[src/rtl/sfl_susp_pkg.sv]
// Shared opcodes, operation classes and sequencer states for the
// suspend/resume controller. Assumes 8-bit decoded opcodes.
package sfl_susp_pkg;

    localparam logic [7:0] OPC_SUSPEND = 8'h75;
    localparam logic [7:0] OPC_RESUME  = 8'h7A;
    localparam logic [7:0] OPC_WRSTAT  = 8'h01;

    typedef enum logic [2:0] {
        OPK_NONE,
        OPK_SECT_ERASE,
        OPK_CHIP_ERASE,
        OPK_AUX_ERASE,
        OPK_PAGE_PROG,
        OPK_AUX_PROG
    } op_kind_e;

    typedef enum logic [1:0] {
        ST_IDLE,
        ST_RUN,
        ST_PAUSE,
        ST_HELD
    } seq_state_e;

    // True for any opcode that erases array content.
    function automatic logic op_is_erase(input logic [7:0] op);
        return op inside {8'h20, 8'h52, 8'hD8, 8'hC7, 8'h60, 8'h44};
    endfunction

    // True for any opcode that programs array content.
    function automatic logic op_is_prog(input logic [7:0] op);
        return op inside {8'h02, 8'h32, 8'h42};
    endfunction

    // Maps an opcode to the class of engine operation it starts.
    function automatic op_kind_e op_classify(input logic [7:0] op);
        case (op)
            8'h20, 8'h52, 8'hD8: return OPK_SECT_ERASE;
            8'hC7, 8'h60:        return OPK_CHIP_ERASE;
            8'h44:               return OPK_AUX_ERASE;
            8'h02, 8'h32:        return OPK_PAGE_PROG;
            8'h42:               return OPK_AUX_PROG;
            default:             return OPK_NONE;
        endcase
    endfunction

    // Only sector/block erase and page/quad-page program may be paused.
    function automatic logic op_can_suspend(input op_kind_e k);
        return (k == OPK_SECT_ERASE) || (k == OPK_PAGE_PROG);
    endfunction

endpackage

[src/rtl/sfl_cmd_gate.sv]
// Command gate: releases decoded opcodes to the decoder or drops them.
// While suspended, it applies the opcode filter picked by the latched
// suspend kind. Suspend/resume opcodes are always consumed here.
// Assumes sus and susp_erase are registered status from the sequencer.
module sfl_cmd_gate
    import sfl_susp_pkg::*;
(
    input  logic       clk,
    input  logic       rst_n,
    input  logic       pwr_lost,
    input  logic       cmd_valid,
    input  logic [7:0] cmd_op,
    input  logic       sus,
    input  logic       susp_erase,
    output logic       fwd_valid,
    output logic [7:0] fwd_op,
    output logic       reject
);

    logic is_ctl;
    logic blocked;

    // Classify the incoming opcode against the active filter.
    always_comb begin
        is_ctl  = (cmd_op == OPC_SUSPEND) || (cmd_op == OPC_RESUME);
        blocked = sus && ((cmd_op == OPC_WRSTAT) ||
                          (susp_erase ? op_is_erase(cmd_op) : op_is_prog(cmd_op)));
    end

    // Register the forward/reject decision for one cycle.
    always_ff @(posedge clk) begin
        if (!rst_n || pwr_lost) begin
            fwd_valid <= 1'b0;
            fwd_op    <= '0;
            reject    <= 1'b0;
        end else begin
            fwd_valid <= cmd_valid && !is_ctl && !blocked;
            reject    <= cmd_valid && !is_ctl && blocked;
            if (cmd_valid) begin
                fwd_op <= cmd_op;
            end
        end
    end

endmodule

[src/rtl/sfl_op_engine.sv]
// Model of the erase/program engine: a run countdown that freezes while
// paused, plus a pause acknowledge that follows ACK_LAT cycles after the
// request. Assumes ACK_LAT >= 1 and OP_LEN >= 2.
module sfl_op_engine
    import sfl_susp_pkg::*;
#(
    parameter int OP_LEN  = 40,
    parameter int ACK_LAT = 3
) (
    input  logic     clk,
    input  logic     rst_n,
    input  logic     pwr_lost,
    input  logic     start,
    input  op_kind_e start_kind,
    input  logic     run_en,
    input  logic     pause_req,
    output logic     eng_last,
    output op_kind_e eng_kind,
    output logic     eng_paused
);

    localparam int REM_W = $clog2(OP_LEN + 1);

    logic [REM_W-1:0] rem;

    // Load, count down and clear the operation progress.
    always_ff @(posedge clk) begin
        if (!rst_n || pwr_lost) begin
            rem      <= '0;
            eng_kind <= OPK_NONE;
        end else if (start) begin
            rem      <= REM_W'(OP_LEN);
            eng_kind <= start_kind;
        end else if (run_en && rem != '0) begin
            rem <= rem - REM_W'(1);
            if (rem == REM_W'(1)) begin
                eng_kind <= OPK_NONE;
            end
        end
    end

    // Final run cycle of the current operation.
    always_comb begin
        eng_last = run_en && (rem == REM_W'(1));
    end

    generate
        if (ACK_LAT <= 1) begin : g_ack_direct
            // Acknowledge one cycle after the pause request.
            always_ff @(posedge clk) begin
                if (!rst_n || pwr_lost) begin
                    eng_paused <= 1'b0;
                end else begin
                    eng_paused <= pause_req;
                end
            end
        end else begin : g_ack_count
            localparam int AW = $clog2(ACK_LAT);
            logic [AW-1:0] ack_cnt;
            // Count ACK_LAT cycles of pause request, then acknowledge.
            always_ff @(posedge clk) begin
                if (!rst_n || pwr_lost || !pause_req) begin
                    ack_cnt    <= '0;
                    eng_paused <= 1'b0;
                end else if (!eng_paused) begin
                    if (ack_cnt == AW'(ACK_LAT - 1)) begin
                        eng_paused <= 1'b1;
                    end else begin
                        ack_cnt <= ack_cnt + AW'(1);
                    end
                end
            end
        end
    endgenerate

endmodule

[src/rtl/sfl_susp_seq.sv]
// Suspend sequencer: owns BUSY/SUS and decides when operations start and
// when suspend or resume is honoured. Latches the kind of the interrupted
// operation and runs the lockout after a resume.
// Assumes eng_kind/eng_last come from the engine of the same cycle.
module sfl_susp_seq
    import sfl_susp_pkg::*;
#(
    parameter int TSUS = 8
) (
    input  logic       clk,
    input  logic       rst_n,
    input  logic       pwr_lost,
    input  logic       cmd_valid,
    input  logic [7:0] cmd_op,
    input  logic       eng_last,
    input  op_kind_e   eng_kind,
    input  logic       eng_paused,
    output logic       start,
    output op_kind_e   start_kind,
    output logic       run_en,
    output logic       pause_req,
    output logic       busy,
    output logic       sus,
    output logic       susp_erase
);

    localparam int LOCK_W = (TSUS > 1) ? $clog2(TSUS) : 1;

    seq_state_e       state, state_nx;
    logic [LOCK_W-1:0] lock_cnt;
    logic             susp_ok;
    logic             resume_ok;

    // Qualify start, suspend and resume for this cycle.
    always_comb begin
        start_kind = op_classify(cmd_op);
        start      = cmd_valid && !pwr_lost && (state == ST_IDLE) &&
                     (start_kind != OPK_NONE);
        susp_ok    = cmd_valid && (cmd_op == OPC_SUSPEND) && (state == ST_RUN) &&
                     !eng_last && (lock_cnt == '0) && op_can_suspend(eng_kind);
        resume_ok  = cmd_valid && (cmd_op == OPC_RESUME) && (state == ST_HELD);
    end

    // Next-state selection; power loss overrides everything.
    always_comb begin
        state_nx = state;
        case (state)
            ST_IDLE:  if (start) state_nx = ST_RUN;
            ST_RUN:   if (eng_last) state_nx = ST_IDLE;
                      else if (susp_ok) state_nx = ST_PAUSE;
            ST_PAUSE: if (eng_paused) state_nx = ST_HELD;
            ST_HELD:  if (resume_ok) state_nx = ST_RUN;
            default:  state_nx = ST_IDLE;
        endcase
        if (pwr_lost) begin
            state_nx = ST_IDLE;
        end
    end

    // State register.
    always_ff @(posedge clk) begin
        if (!rst_n) begin
            state <= ST_IDLE;
        end else begin
            state <= state_nx;
        end
    end

    // Latch whether the interrupted operation was an erase.
    always_ff @(posedge clk) begin
        if (!rst_n || pwr_lost) begin
            susp_erase <= 1'b0;
        end else if (susp_ok && !eng_last) begin
            susp_erase <= (eng_kind == OPK_SECT_ERASE);
        end
    end

    // Lockout countdown started by an accepted resume.
    always_ff @(posedge clk) begin
        if (!rst_n || pwr_lost) begin
            lock_cnt <= '0;
        end else if (resume_ok) begin
            lock_cnt <= LOCK_W'(TSUS - 1);
        end else if (lock_cnt != '0) begin
            lock_cnt <= lock_cnt - LOCK_W'(1);
        end
    end

    // Status and engine controls decoded from the state.
    always_comb begin
        run_en    = (state == ST_RUN);
        pause_req = (state == ST_PAUSE) || (state == ST_HELD);
        busy      = (state == ST_RUN) || (state == ST_PAUSE);
        sus       = (state == ST_PAUSE) || (state == ST_HELD);
    end

endmodule

[src/rtl/sfl_susp_ctrl.sv]
// Top of the suspend/resume controller: joins the sequencer, the
// command gate and the engine model. Requires ACK_LAT + 1 <= TSUS.
module sfl_susp_ctrl
    import sfl_susp_pkg::*;
#(
    parameter int TSUS    = 8,
    parameter int ACK_LAT = 3,
    parameter int OP_LEN  = 40
) (
    input  logic       clk,
    input  logic       rst_n,
    input  logic       pwr_lost,
    input  logic       cmd_valid,
    input  logic [7:0] cmd_op,
    output logic       fwd_valid,
    output logic [7:0] fwd_op,
    output logic       cmd_reject,
    output logic       busy,
    output logic       sus
);

    logic     start;
    op_kind_e start_kind;
    logic     run_en;
    logic     pause_req;
    logic     susp_erase;
    logic     eng_last;
    op_kind_e eng_kind;
    logic     eng_paused;

    sfl_susp_seq #(
        .TSUS(TSUS)
    ) u_seq (
        .clk        (clk),
        .rst_n      (rst_n),
        .pwr_lost   (pwr_lost),
        .cmd_valid  (cmd_valid),
        .cmd_op     (cmd_op),
        .eng_last   (eng_last),
        .eng_kind   (eng_kind),
        .eng_paused (eng_paused),
        .start      (start),
        .start_kind (start_kind),
        .run_en     (run_en),
        .pause_req  (pause_req),
        .busy       (busy),
        .sus        (sus),
        .susp_erase (susp_erase)
    );

    sfl_cmd_gate u_gate (
        .clk        (clk),
        .rst_n      (rst_n),
        .pwr_lost   (pwr_lost),
        .cmd_valid  (cmd_valid),
        .cmd_op     (cmd_op),
        .sus        (sus),
        .susp_erase (susp_erase),
        .fwd_valid  (fwd_valid),
        .fwd_op     (fwd_op),
        .reject     (cmd_reject)
    );

    sfl_op_engine #(
        .OP_LEN  (OP_LEN),
        .ACK_LAT (ACK_LAT)
    ) u_eng (
        .clk        (clk),
        .rst_n      (rst_n),
        .pwr_lost   (pwr_lost),
        .start      (start),
        .start_kind (start_kind),
        .run_en     (run_en),
        .pause_req  (pause_req),
        .eng_last   (eng_last),
        .eng_kind   (eng_kind),
        .eng_paused (eng_paused)
    );

endmodule

[config.mk]
export PLATFORM = sky130hd
export DESIGN_NAME = sfl_susp_ctrl
export DESIGN_NICKNAME = d
export VERILOG_FILES = /design/src/rtl/sfl_susp_pkg.sv /design/src/rtl/sfl_cmd_gate.sv /design/src/rtl/sfl_op_engine.sv /design/src/rtl/sfl_susp_seq.sv /design/src/rtl/sfl_susp_ctrl.sv
export SDC_FILE = /design/constraint.sdc
export NUM_CORES = 1
export LEC_CHECK = 0
export ABC_CLOCK_PERIOD_IN_PS = 2200
export BUFFER_PORTS_ARGS = -buffer_cell sky130_fd_sc_hd__buf_2
export CAP_MARGIN = 15
export CELL_PAD_IN_SITES_DETAIL_PLACEMENT = 1
export CELL_PAD_IN_SITES_GLOBAL_PLACEMENT = 1
export CORE_AREA = 2 2 56 79
export DETAILED_ROUTE_END_ITERATION = 7
export DIE_AREA = 0 0 58 81
export GPL_ROUTABILITY_DRIVEN = 0
export PLACE_DENSITY = 0.75
export SYNTH_ARGS = -nofsm -noshare
export SYNTH_HDL_FRONTEND = slang
export SYNTH_SLANG_ARGS = --single-unit
[constraint.sdc]
create_clock -name clk -period 2.2 [get_ports clk]
set_input_delay 0.11 -clock clk [delete_from_list [all_inputs] [get_ports clk]]
set_output_delay 0.11 -clock clk [all_outputs]
set_load 0.01 [all_outputs]
==> flow_summary.yaml <==
routing:
  viasPerCell: 5.69
  firstDrtPassIters: 4
  num_vias: 1372
  wl_per_cell_um: 16.7
  ant_nets: 0
  drc: 0
  drt_iter0_drc: 17
  routed_wl_mm: 4.03
worst_setup_path:
  crit_family: "compound AO/OA/AOI/OAI gates"
  crit_buf_inv: 0
  reg2regPathDepth: 6
  startpoint: "u_eng.rem[4]"
  slowest_stage: "nor4_2"
  worstPathCellList: "nor4_2, a21boi_1, a211o_1, a31oi_4, o2111ai_1, o31ai_1"
  cp.required_ps: 2390
  regToRegSetupSlack_ps: 370
  rr_endpoint: "u_seq.state[1]"
  path_class: "reg2reg"
  crit_path_start_kind: "register"
  critPathArrivalTime_ps: 2020
  cp_max_fo: 4
  end_kind: "register"
  timing.rr.start: "u_eng.rem[4]"
  cpPeakStageDelay_ps: 440
sta:
  finalCritPeriodShare_pct: 83.0
  fmax_mhz: 548
  hold_viol_final: 0
  finalHoldWorstSlack_ps: 169
  rsz0062_at_grt: "no"
  final-max-slew-violation-count: 0
  setup_viol: 0
  tns_ps: 0
  clock_skew_ps: 3.92
  worst_pin_slew_ps: 738
  slew_headroom_pct: 50.8
  period_minus_slack_ps: 1830
run_status:
  status: "complete, no violations"
floorplan:
  fp.dieW_um: 58
  die_y_um: 81
  placementRows: 28
  core_area_mm2: 0.00406
  dieArea_mm2: 0.00470
  boundaryPins: 24
  initial_core_util_pct: 39.3
power_and_ir_drop:
  power_density_mw_per_mm2: 504
  leakage_nw: 0.714
  vdd_drop_max_mv: 0.311
global_route:
  grt_use_met1_pct: 18.7
  use_met2_pct: 35.6
  grt_max_degree: 19
  grt_pass1_vias: 1441
  grt.busiest_layer: "met2"
  grt_pass1_wl_mm: 6.80
  grtUsageTotal_pct: 18.7
  grt_antenna_before_repair: 0
  grt_overflow: 0
  grt_util_met3_pct: 3.03
finish:
  fin_util_pct: 44.0
  fill_cells: 490
  nNetsFinal: 219
  post-route-cell-area_mm2: 0.00179
  syn2layout_area_growth_pct: 11.9
  finalNonFillerCells: 241
  register_area_um2: 561
  drive_above_1_share_pct: 21.9
  antenna_cells: 0
  multi_input_area_um2: 967
  final_cell_mix: "nor2_1 (28), dfxtp_1 (28), buf_2 (23)"
job:
  maxCapViolCount: 0
clock_tree:
  clock_path_buffers: 2
  clock-root-buffer: "clkbuf_8"
  htreeDepth: 1
  cts-hold-fix-buffers: 0
  postCtsSetupBuffers: 0
  tritoncts: "yes"
  clkTransAtPathRegs_ps: 100
  cts.sinks: 28
  cts_made_buffers: 3
  cts-resized-gates: 0
  clk_latency_ps: 280
synth:
  yosys.area_share.simple_pct: 26.4
  ys.flop_type: "dfxtp_1"
  synth_cells: 174
  synth_fa_ha_area_share_pct: 7.04
  synthTopCellsByArea: "dfxtp_1 (35%), ha_1 (7.0%), nor2_1 (6.6%)"
  synthXorXnorAreaFrac_pct: 4.93
  syn_area_mm2: 0.00160
  async_reset_ff_share_pct: 0
  synth_warnings: 0
  synth_top_area_cell: "dfxtp_1"
  synth_area_per_cell_um2: 9.19
  yosysSeqAreaShare_pct: 35.1
  synth-edff-count: 0
  syn-num-nets: 195
  ys_ff_latch: 28
  ys_types: 54
  synth_top_family_by_area: "simple AND/OR/NAND/NOR gates"
  muxShareOfSynthArea_pct: 6.26
  synth-compound-area-share_pct: 15.9
  yosysTopAreaCellShare_pct: 35.1
worst_hold_path:
  hold_depth: 3
  min_path_type: "in2reg"
  hold_path_end: "u_gate.fwd_op[7]"
  hp-start: "cmd_op[7]"
place:
  place_area_mm2: 0.00175
  place_inst: 238
  port_buffers: 23
  hpwl_mm: 3.19
-- routing by layer --
metal	part of all wire [%]	vias up	wire [µm]
li1	-	662	-
met1	39	662	1570
met2	54	35	2160
met3	3.7	13	150
met4	3.6	0	144
met5	0	-	0
-- flip-flops by register name, summed over array words and instances, names as in the netlist --
name / cells
u_gate.fwd_valid: 1
u_eng.eng_kind: 3
u_eng.rem: 6
u_gate.fwd_op: 8
u_eng.g_ack_count.ack_cnt: 2
u_seq.lock_cnt: 3
u_seq.state: 2
u_eng.eng_paused: 1
u_gate.reject: 1
u_seq.susp_erase: 1
-- how the worst max path moves through the flow --
stage	end	slack, ps	cells past startpoint
global route	u_eng.rem[5]	210	7
global placement	u_eng.rem[5]	470	7
finish	u_seq.state[1]	370	6
CTS	u_eng.rem[5]	340	7
detailed placement	u_eng.rem[5]	360	7
floorplan	u_seq.state[0]	570	8
-- layout make-up --
class	instances	share of cell area (%)
Clock buffer	3	2.31
Inverter	11	2.31
Multi-Input combinational cell	130	54.1
Sequential cell	28	31.3
Tap cell	45	3.15
Timing Repair Buffer	24	6.85
-- worst min-delay path, stage by stage --
cell and delay [ps]:
buf_2 140, mux2i_1 80, nor2_1 80
-- cells in the mapped netlist, types with 2 or more instances --
cell,count
xor2_1,2
nor2_1,28
dfxtp_1,28
a211oi_1,2
a21oi_1,9
o21ai_0,4
nand3_1,3
nor4b_2,2
xnor2_1,7
nand4b_1,4
nor3_1,2
nand2b_1,4
nand2_1,7
mux2i_1,10
nor3b_1,2
inv_1,11
clkbuf_1,2
ha_1,9
and2_1,3
-- logic make-up after synthesis --
family,Yosys count
simple gates,70
compound gates,32
flops,28
buf+inv,16
mux,10
xor+xnor,9
fa+ha+maj,9
-- report_power, final --
group	switching [mW]	total, mW	internal (mW)
registers	0.00275	0.515	0.512
logic	0.0568	0.0953	0.0385
clock network	0.167	0.291	0.123
total	0.227	0.901	0.674
-- per-stage QoR --
stage	setup slack, ps	power [mW]
6_report	374	0.901
5_1_grt	211	0.935
4_1_cts	345	0.912
3_5_place_dp	359	0.622
3_3_place_gp	466	0.618
2_1_floorplan	574	0.585
Power figures use the tool's default switching activity.
